`config.mk`:
```
export PLATFORM = sky130hd
export DESIGN_NAME = adc_lane_serializer
export DESIGN_NICKNAME = d
export VERILOG_FILES = /design/src/rtl/ser_pkg.sv /design/src/rtl/ser_frame_timer.sv /design/src/rtl/ser_sample_pipe.sv /design/src/rtl/ser_lane_mux.sv /design/src/rtl/adc_lane_serializer.sv
export SDC_FILE = /design/constraint.sdc
export NUM_CORES = 1
export LEC_CHECK = 0
export CORE_ASPECT_RATIO = 1.5
export CORE_MARGIN = 1.5
export CORE_UTILIZATION = 63
export DETAILED_ROUTE_END_ITERATION = 6
export DONT_BUFFER_PORTS = 1
export GPL_TIMING_DRIVEN = 0
export PLACE_DENSITY = 0.8
export REMOVE_ABC_BUFFERS = 1
export SETUP_SLACK_MARGIN = 0.02
export SYNTH_ARGS = -nofsm -noshare
export SYNTH_HDL_FRONTEND = slang
export SYNTH_SLANG_ARGS = --single-unit
```
`constraint.sdc`:
```
create_clock -name clk -period 5 [get_ports clk]
set_input_delay 0.25 -clock clk [delete_from_list [all_inputs] [get_ports clk]]
set_output_delay 0.25 -clock clk [all_outputs]
set_load 0.005 [all_outputs]
```
`src/rtl/ser_pkg.sv`:
```
package ser_pkg;

  localparam int SMP_W = 12;
  localparam int HALF  = SMP_W / 2;
  localparam int IW    = $clog2(SMP_W + 5);
  localparam int BW    = $clog2(SMP_W);

  typedef logic [IW-1:0] idx_t;

  typedef enum logic [2:0] {
    FMT_2L16 = 3'b000,
    FMT_2L14 = 3'b001,
    FMT_2L12 = 3'b010,
    FMT_1L14 = 3'b101,
    FMT_1L12 = 3'b110,
    FMT_1L16 = 3'b111
  } fmt_e;

  function automatic fmt_e decode_fmt(input logic [2:0] code);
    case (code)
      3'b001:  return FMT_2L14;
      3'b010:  return FMT_2L12;
      3'b101:  return FMT_1L14;
      3'b110:  return FMT_1L12;
      3'b111:  return FMT_1L16;
      default: return FMT_2L16;
    endcase
  endfunction

  function automatic idx_t frame_len(input fmt_e f);
    case (f)
      FMT_2L14: return idx_t'(HALF + 1);
      FMT_2L12: return idx_t'(HALF);
      FMT_1L16: return idx_t'(SMP_W + 4);
      FMT_1L14: return idx_t'(SMP_W + 2);
      FMT_1L12: return idx_t'(SMP_W);
      default:  return idx_t'(HALF + 2);
    endcase
  endfunction

  function automatic logic single_lane(input fmt_e f);
    return (f == FMT_1L16) || (f == FMT_1L14) || (f == FMT_1L12);
  endfunction

endpackage

```
`src/rtl/ser_frame_timer.sv`:
```
module ser_frame_timer
  import ser_pkg::*;
(
  input  logic       clk,
  input  logic       rst,
  input  logic [2:0] mode_sel,
  output idx_t       idx,
  output fmt_e       fmt,
  output logic       wrap,
  output logic       take
);

  idx_t idx_q;
  fmt_e fmt_q;
  logic take_q;
  idx_t len_w;

  always_comb begin
    len_w = frame_len(fmt_q);
    wrap  = (idx_q == idx_t'(len_w - idx_t'(1)));
  end

  always_ff @(posedge clk) begin
    if (rst) begin
      idx_q  <= '0;
      fmt_q  <= FMT_2L16;
      take_q <= 1'b0;
    end else if (wrap) begin
      idx_q  <= '0;
      fmt_q  <= decode_fmt(mode_sel);
      take_q <= 1'b0;
    end else begin
      idx_q  <= idx_q + idx_t'(1);
      take_q <= (idx_t'(idx_q + idx_t'(1)) == idx_t'(len_w - idx_t'(1)));
    end
  end

  assign idx  = idx_q;
  assign fmt  = fmt_q;
  assign take = take_q;

  // counter stays inside the frame of the active format
  assert_idx_bound_R1: assert property (@(posedge clk) disable iff (rst)
    idx_q < frame_len(fmt_q));

  // capture strobe sits on the last counter state of the frame
  assert_take_at_end_R7: assert property (@(posedge clk) disable iff (rst)
    take_q == wrap);

  // format is frozen inside a frame
  assert_mode_hold_R6: assert property (@(posedge clk) disable iff (rst)
    !wrap |=> $stable(fmt_q));

endmodule

```
`src/rtl/ser_sample_pipe.sv`:
```
module ser_sample_pipe
  import ser_pkg::*;
#(
  parameter int DEPTH = 4
) (
  input  logic             clk,
  input  logic             rst,
  input  logic             adv,
  input  logic [SMP_W-1:0] din,
  output logic [SMP_W-1:0] cur
);

  localparam int NSTG = DEPTH + 1;

  logic [SMP_W-1:0] stg [NSTG];

  always_ff @(posedge clk) begin
    if (rst) stg[0] <= '0;
    else if (adv) stg[0] <= din;
  end

  for (genvar i = 1; i < NSTG; i++) begin : g_stage
    always_ff @(posedge clk) begin
      if (rst) stg[i] <= '0;
      else if (adv) stg[i] <= stg[i-1];
    end
  end

  assign cur = stg[NSTG-1];

endmodule

```
`src/rtl/ser_lane_mux.sv`:
```
module ser_lane_mux
  import ser_pkg::*;
(
  input  idx_t             idx,
  input  fmt_e             fmt,
  input  logic [SMP_W-1:0] word,
  output logic             bit_a,
  output logic             bit_b
);

  logic [BW-1:0] sel_a;
  logic [BW-1:0] sel_b;
  int            p;

  always_comb begin
    p     = int'(idx);
    bit_a = 1'b0;
    bit_b = 1'b0;
    sel_a = '0;
    sel_b = '0;
    if (single_lane(fmt)) begin
      if (p < SMP_W) begin
        sel_a = BW'(SMP_W - 1 - p);
        bit_a = word[sel_a];
      end
    end else begin
      if (p < HALF) begin
        sel_a = BW'(SMP_W - 1 - 2 * p);
        sel_b = BW'(SMP_W - 2 - 2 * p);
        bit_a = word[sel_a];
        bit_b = word[sel_b];
      end
    end
  end

endmodule

```
`src/rtl/adc_lane_serializer.sv`:
```
module adc_lane_serializer
  import ser_pkg::*;
#(
  parameter int NUM_CH     = 2,
  parameter int PIPE_DEPTH = 4
) (
  input  logic                         clk,
  input  logic                         rst,
  input  logic [2:0]                   mode_sel,
  input  logic                         out_off,
  input  logic [NUM_CH-1:0][SMP_W-1:0] ch_smp,
  output logic [NUM_CH-1:0]            lane_a,
  output logic [NUM_CH-1:0]            lane_b,
  output logic                         dco,
  output logic                         fr,
  output logic                         smp_take
);

  idx_t idx_w;
  fmt_e fmt_w;
  logic wrap_w;
  logic take_w;
  idx_t len_w;

  logic [NUM_CH-1:0] a_w;
  logic [NUM_CH-1:0] b_w;

  logic [NUM_CH-1:0] lane_a_q;
  logic [NUM_CH-1:0] lane_b_q;
  logic              dco_q;
  logic              fr_q;
  logic              phase_q;

  ser_frame_timer u_timer (
    .clk      (clk),
    .rst      (rst),
    .mode_sel (mode_sel),
    .idx      (idx_w),
    .fmt      (fmt_w),
    .wrap     (wrap_w),
    .take     (take_w)
  );

  for (genvar c = 0; c < NUM_CH; c++) begin : g_ch
    logic [SMP_W-1:0] word_w;

    ser_sample_pipe #(.DEPTH(PIPE_DEPTH)) u_pipe (
      .clk (clk),
      .rst (rst),
      .adv (wrap_w),
      .din (ch_smp[c]),
      .cur (word_w)
    );

    ser_lane_mux u_mux (
      .idx   (idx_w),
      .fmt   (fmt_w),
      .word  (word_w),
      .bit_a (a_w[c]),
      .bit_b (b_w[c])
    );
  end

  assign len_w = frame_len(fmt_w);

  always_ff @(posedge clk) begin
    if (rst) begin
      lane_a_q <= '0;
      lane_b_q <= '0;
      dco_q    <= 1'b0;
      fr_q     <= 1'b0;
      phase_q  <= 1'b0;
    end else begin
      phase_q  <= ~phase_q;
      dco_q    <= ~out_off & ~phase_q;
      fr_q     <= ~out_off & (idx_w < (len_w >> 1));
      lane_a_q <= out_off ? '0 : a_w;
      lane_b_q <= out_off ? '0 : b_w;
    end
  end

  assign lane_a   = lane_a_q;
  assign lane_b   = lane_b_q;
  assign dco      = dco_q;
  assign fr       = fr_q;
  assign smp_take = take_w;

  // disable silences every serial output one bit period later
  assert_off_quiet_R9: assert property (@(posedge clk) disable iff (rst)
    out_off |=> (lane_a_q == '0 && lane_b_q == '0 && !dco_q && !fr_q));

  // data clock alternates while enabled
  assert_dco_toggle_R4: assert property (@(posedge clk) disable iff (rst)
    (!out_off && !$past(out_off)) |=> (dco_q != $past(dco_q)));

  // second lane idle in single-lane formats
  assert_lane_b_idle_R3: assert property (@(posedge clk) disable iff (rst)
    single_lane(fmt_w) |=> (lane_b_q == '0));

  // frame clock is high on the first bit of each frame
  assert_fr_lead_R5: assert property (@(posedge clk) disable iff (rst)
    (idx_w == '0 && !out_off) |=> fr_q);

endmodule

```
=== Word-level counts from Yosys, hierarchy flattened ===
Memory sizes are Yosys's and may differ from the RTL's.
Index checks and enable logic that the tools add are counted.

* $add $sub $neg: 5
* Magnitude comparators: 6
* Equal/unequal tests: 12
* Multiplexer cells: 35
* Bitwise operators: 15
* Reduce and logical (&&, ||, !) cells: 5

{| class="wikitable"
|+ Operator list
! cell !! number
|-
| 12-bit two-way mux || 10
|-
| 5-bit one-hot mux with 5 select lines || 1
|-
| 1-bit binary-select mux with 4-bit select || 6
|-
| 3-bit == test, second input constant || 6
|-
| 1-bit two-way mux || 17
|-
| 4-bit by 5-bit < comparator with 1-bit output, second input constant || 3
|-
| 3-bit one-hot mux with 5 select lines || 1
|-
| 4-bit subtractor, first input constant || 3
|-
| 5-bit == test || 2
|-
| 1-bit bitwise OR || 10
|-
| 3-bit by 1-bit == test with 1-bit output, second input constant || 2
|-
| 3-bit by 2-bit == test with 1-bit output, second input constant || 2
|-
| 5-bit by 1-bit adder with 5-bit output, second input constant || 1
|-
| 5-bit by 3-bit < comparator with 1-bit output, second input constant || 1
|-
| 5-bit by 4-bit < comparator with 1-bit output || 1
|-
| 5-bit by 4-bit < comparator with 1-bit output, second input constant || 1
|-
| 5-bit by 1-bit subtractor with 5-bit output, second input constant || 1
|-
| 2-bit OR reduction || 2
|-
| 4-bit OR reduction || 1
|-
| 1-bit inverter || 3
|-
| 1-bit AND || 2
|-
| 1-bit logical OR || 2
|}

* Bits in registers: 16
* Memory bits (writable): 120
* Input bits: 30
* Output and inout port bits: 7
* Logic and storage cells: 88
* Memories kept: 2

{| class="wikitable"
|+ Memory list
! memory !! words !! width !! rd ports !! clocked after memory_dff !! write ports !! line !! source
|-
| g_ch[0].u_pipe.stg || 5 || 12 || 5 || 0 || 5 || ser_sample_pipe.sv:15 || <nowiki>logic [SMP_W-1:0] stg [NSTG];</nowiki>
|-
| g_ch[1].u_pipe.stg || 5 || 12 || 5 || 0 || 5 || ser_sample_pipe.sv:15 ||
|}

=== Longest topological paths before layout ===
* Depth after elaboration: 8
* Depth in mapped cells: 12
* Mapped depth without buffers: 9

=== Modules after synthesis ===
From an unflattened synthesis, not the netlist that was laid out.

* Cells, all modules: 429
* Area, all modules: 6379.9 µm²

{| class="wikitable"
|+ Modules (own cells, without submodules)
! module !! times used !! cells an instance !! area each (µm²) !! seq. area each (µm²)
|-
| ser_sample_pipe || 2 || 133 || 2468.6 || 1801.7
|-
| ser_frame_timer || 1 || 70 || 604.3 || 180.2
|-
| ser_lane_mux || 2 || 31 || 261.5 || 0.0
|-
| adc_lane_serializer || 1 || 31 || 315.3 || 140.1
|}

=== Worst setup path before layout ===
Ideal clock, no wire load.

* Kind: register to register
* Start: reg u_timer.fmt_q[1] (netlist: u_timer.fmt[1])
* End: mem g_ch[0].u_pipe.stg[0][0], enable pin
* Setup time: 0.476 ns
* Data arrival time: 4.041 ns
* Data required time: 4.524 ns
* Slack: 0.482 ns
* Cell stages (with the launch flop): 10
* Path buffers: 1
* Path through: dfxtp_1 buf_4 nor3b_1 a21oi_1 ha_1 xor2_1 o21ai_0 a211oi_2 a21oi_1 inv_1

{| class="wikitable"
|+ RTL lines
! what !! line !! source
|-
| from (decl) || ser_frame_timer.sv:14 || <nowiki>fmt_e fmt_q;</nowiki>
|-
| from (signal assigned) || ser_frame_timer.sv:30 || <nowiki>fmt_q <= decode_fmt(mode_sel);</nowiki>
|-
| to (decl) || ser_sample_pipe.sv:15 ||
|}

==> summary.txt <==
CTS
  • CTS buffer count: 17
  • Max Buffers Root-to-Sink: 2
  • CTS H-tree lvls: 4
  • Worst-skew pair later-pin latency: approximately 0.42 ns
  • CTS Sinks: between 100 and 150
  • CTS tree: done
  • Setup bufs post-CTS: 0
  • CTS root buffer: clkbuf_16
  • Clock-pin slew on the worst setup and hold paths: 0.07 ns

Worst setup path
  • Worst EP required: 5.07 ns
  • RR Startpoint: u_timer.fmt[1]$_SDFFE_PP0N_
  • Crit path DAT: 3.43 ns
  • Critical path class: reg -> reg
  • Flop2flop setup slack: 1.64 ns
  • FF-to-FF path depth: 9
  • CP endpoint kind: flip-flop
  • Worst R2R End: g_ch[0].u_pipe.stg[4][1]$_SDFFCE_PN0P_
  • Startpoint Class: flip-flop
  • Crit Path Max Fanout: 85

GRT
  • Total GRT Usage: between 15 and 20%
  • Vias in the first global route: 2762
  • Largest net degree at the start of global routing: 86
  • First-pass GRT wire length: about 12000 µm
  • Met1 Use GR: 17.3%
  • Most used routing layer in global routing: met2
  • Met2 Use GR: 29.4%
  • Met3 global-route usage: 7.15%
  • Initial antenna violation count: 0
  • GR Overflow Total: 0

Synthesis
  • Post-synth ARST share: 0%
  • Register bit total from synthesis: roughly 140
  • Post-synth EDFFs: 120
  • Post-Syn Area: 5730 µm²
  • Syn avg cell area: 15.2 µm²
  • Sequential fraction of the synthesis area: 68.5%
  • Netlist cell types: 38
  • Prevailing post-synth register cell: edfxtp_1
  • Synth warn: 0
  • Mapped Cells: ~380

Die
  • Die width: 80.9 µm
  • Core area: 8830 µm²
  • Rows: 42
  • Die H: 120 µm
  • Initial Util: about 65%
  • IO Count: 37
  • Total Die Area: 9680 µm²

Timing
  • Hold Fails Final Rpt: 0
  • Final period util: between 60% and 70%
  • Max-slew headroom: 39.8%
  • Max Slew Vio Count: 0
  • FMAX: slightly below 300 MHz
  • Worst Tran Pin Value: 0.902 ns
  • Setup repair after global routing missed its margin: no
  • Final-report setup violation count: 0
  • Minimum clock period: between 3 and 4 ns
  • Clock Skew: approximately 0.011 ns
  • Setup TNS: 0 ns

Power
  • Combinational share of power: 3.4%
  • P_leak: 2.37 nW
  • Net Sw Frac: 23.4%
  • VDD IR max: 0.000423 V
  • Power Dens Cells: 408 nW/µm²
  • Clock power share: 46.7%
  • Power Total: 2.60 mW
  • Pint: 2.00 mW
  • Reg power frac: 49.9%
  • Psw: around 600 µW

Status
  • Outcome: finished, final reports clean

Routing
  • Via count: 2783
  • 1st-pass router iterations: 5
  • Initial drt markers: 120
  • Antenna viol nets, final: 0
  • Total detailed-routing wirelength: 7330 µm
  • Avg WL per Cell: 14.5 µm
  • Residual DRC: 0
  • Vias/cell: 5.51

Worst hold path
  • Worst Hold End: g_ch[0].u_pipe.stg[0][4]$_SDFFCE_PN0P_
  • Hold Startpoint: ch_smp[4]
  • Hold WC Path Type: in -> reg
  • Worst Hold Depth: 1

Placed design
  • Post-DP HPWL: roughly 4300 µm
  • Port Buffers: 0
  • Placed inst area: about 5800 µm²
  • Gp weighted congestion: 0.766
  • Placed cells: 469

Final layout
  • Highest-count cells in the layout ignoring fill and taps: 121 x and2_1, 120 x edfxtp_1, 17 x clkbuf_16
  • Final Non-Filler Cells: 505
  • Final Util: 72.3%
  • Final Cell Area: about 6400 µm²
  • Antenna Cells: 0
  • Fill cells: 554
  • Commonest non-fill, non-tap cell in the layout: and2_1
  • Share of cells above drive strength 1: 14.4%
  • Layout Nets: 419
  • P&R area growth vs syn: 11.4%

Run
  • Max-cap violations: 0
metal layers:
metal	wire length (µm)	share of wire, %
met4	258	3.5
met1	2690	37
met2	4090	56
met3	289	3.9
met5	0	0
flip-flops by register name, summed over array words and instances, names as in the netlist:
| signal | flops |
|---|---|
| dco | 1 |
| fr | 1 |
| g_ch.u_pipe.stg | 120 |
| lane_a | 2 |
| lane_b | 2 |
| phase_q | 1 |
| u_timer.fmt | 3 |
| u_timer.idx | 5 |
| u_timer.take | 1 |
stage by stage:
stage / hold WS [ns] / setup slack [ns]
3_5_place_dp: 0.327 / 1.66
2_1_floorplan: 0.322 / 0.321
5_1_grt: 0.00810 / 1.33
6_report: 0.0268 / 1.64
3_3_place_gp: 0.324 / -0.562
4_1_cts: 0.00863 / 1.63
worst max-delay path, cell delays in order, from the launching register on:
cell	delay [ns]
dfxtp_1	0.61
nor3b_1	0.31
a21oi_1	0.10
ha_1	0.36
xor2_1	0.18
o21ai_0	0.14
a211oi_2	0.23
a21oi_1	0.21
inv_4	0.44
buf_16	0.39
power by group through the flow:
stage,Combinational [mW],Clock [mW],Sequential [mW]
finish,0.0882,1.22,1.30
global route,0.0973,1.29,1.30
CTS,0.0890,1.24,1.30
detailed placement,0.0857,0,1.32
global placement,0.0795,0,1.33
floorplan,0.0678,0,1.32
repair_timing:
item                                   in CTS  in global routing
hold buffers                                4                  0
endpoints found under the hold margin       4                  0
resized for setup                           0                  0
final cells by class:
cell class,instances,area [µm²],share of cell area (%)
sequential,136,3920,61.5
multi-input combinational,217,1630,25.5
clock buffer,17,425,6.66
clock inverter,15,164,2.57
tap,110,138,2.16
timing repair buffer,6,87.6,1.37
inverter,4,17.5,0.274
worst max-delay path by stage:
stage | start | to | slack, ns | cells after the start
floorplan | u_timer.fmt[1]$_SDFFE_PP0N_ | g_ch[0].u_pipe.stg[0][0]$_SDFFCE_PN0P_ | 0.32 | 8
global placement | u_timer.fmt[1]$_SDFFE_PP0N_ | g_ch[0].u_pipe.stg[0][2]$_SDFFCE_PN0P_ | -0.56 | 8
detailed placement | u_timer.fmt[1]$_SDFFE_PP0N_ | g_ch[0].u_pipe.stg[0][7]$_SDFFCE_PN0P_ | 1.66 | 9
CTS | u_timer.fmt[1]$_SDFFE_PP0N_ | g_ch[1].u_pipe.stg[2][4]$_SDFFCE_PN0P_ | 1.63 | 9
global route | u_timer.fmt[1]$_SDFFE_PP0N_ | g_ch[0].u_pipe.stg[4][0]$_SDFFCE_PN0P_ | 1.33 | 9
finish | u_timer.fmt[1]$_SDFFE_PP0N_ | g_ch[0].u_pipe.stg[4][1]$_SDFFCE_PN0P_ | 1.64 | 9
synth_stat cells (3+ instances only):
library cell	number	share of area, %
xor2_1	4	0.61
nor3_1	5	0.44
clkbuf_2	5	0.44
buf_4	3	0.39
a21oi_1	3	0.26
a22oi_1	3	0.39
nand3_1	4	0.35
mux4_2	10	3.9
inv_1	4	0.26
xnor2_1	9	1.4
dfxtp_1	16	5.6
ha_1	7	1.5
and2_1	121	13
mux2_2	6	1.2
buf_6	9	1.8
nor2_1	11	0.72
nand2_1	7	0.46
edfxtp_1	120	63
nand2b_1	5	0.55
logic make-up after synthesis:
family / share of synthesized area, %
buffers and inverters: 3.10
AOI/OAI and AO/OA: 3.01
DFF: 68.5
adders and majority gates: 1.53
muxes: 5.11
and+or+nand+nor: 16.5
xor gates and xnor gates: 2.27
Power figures use the tool's default switching activity.
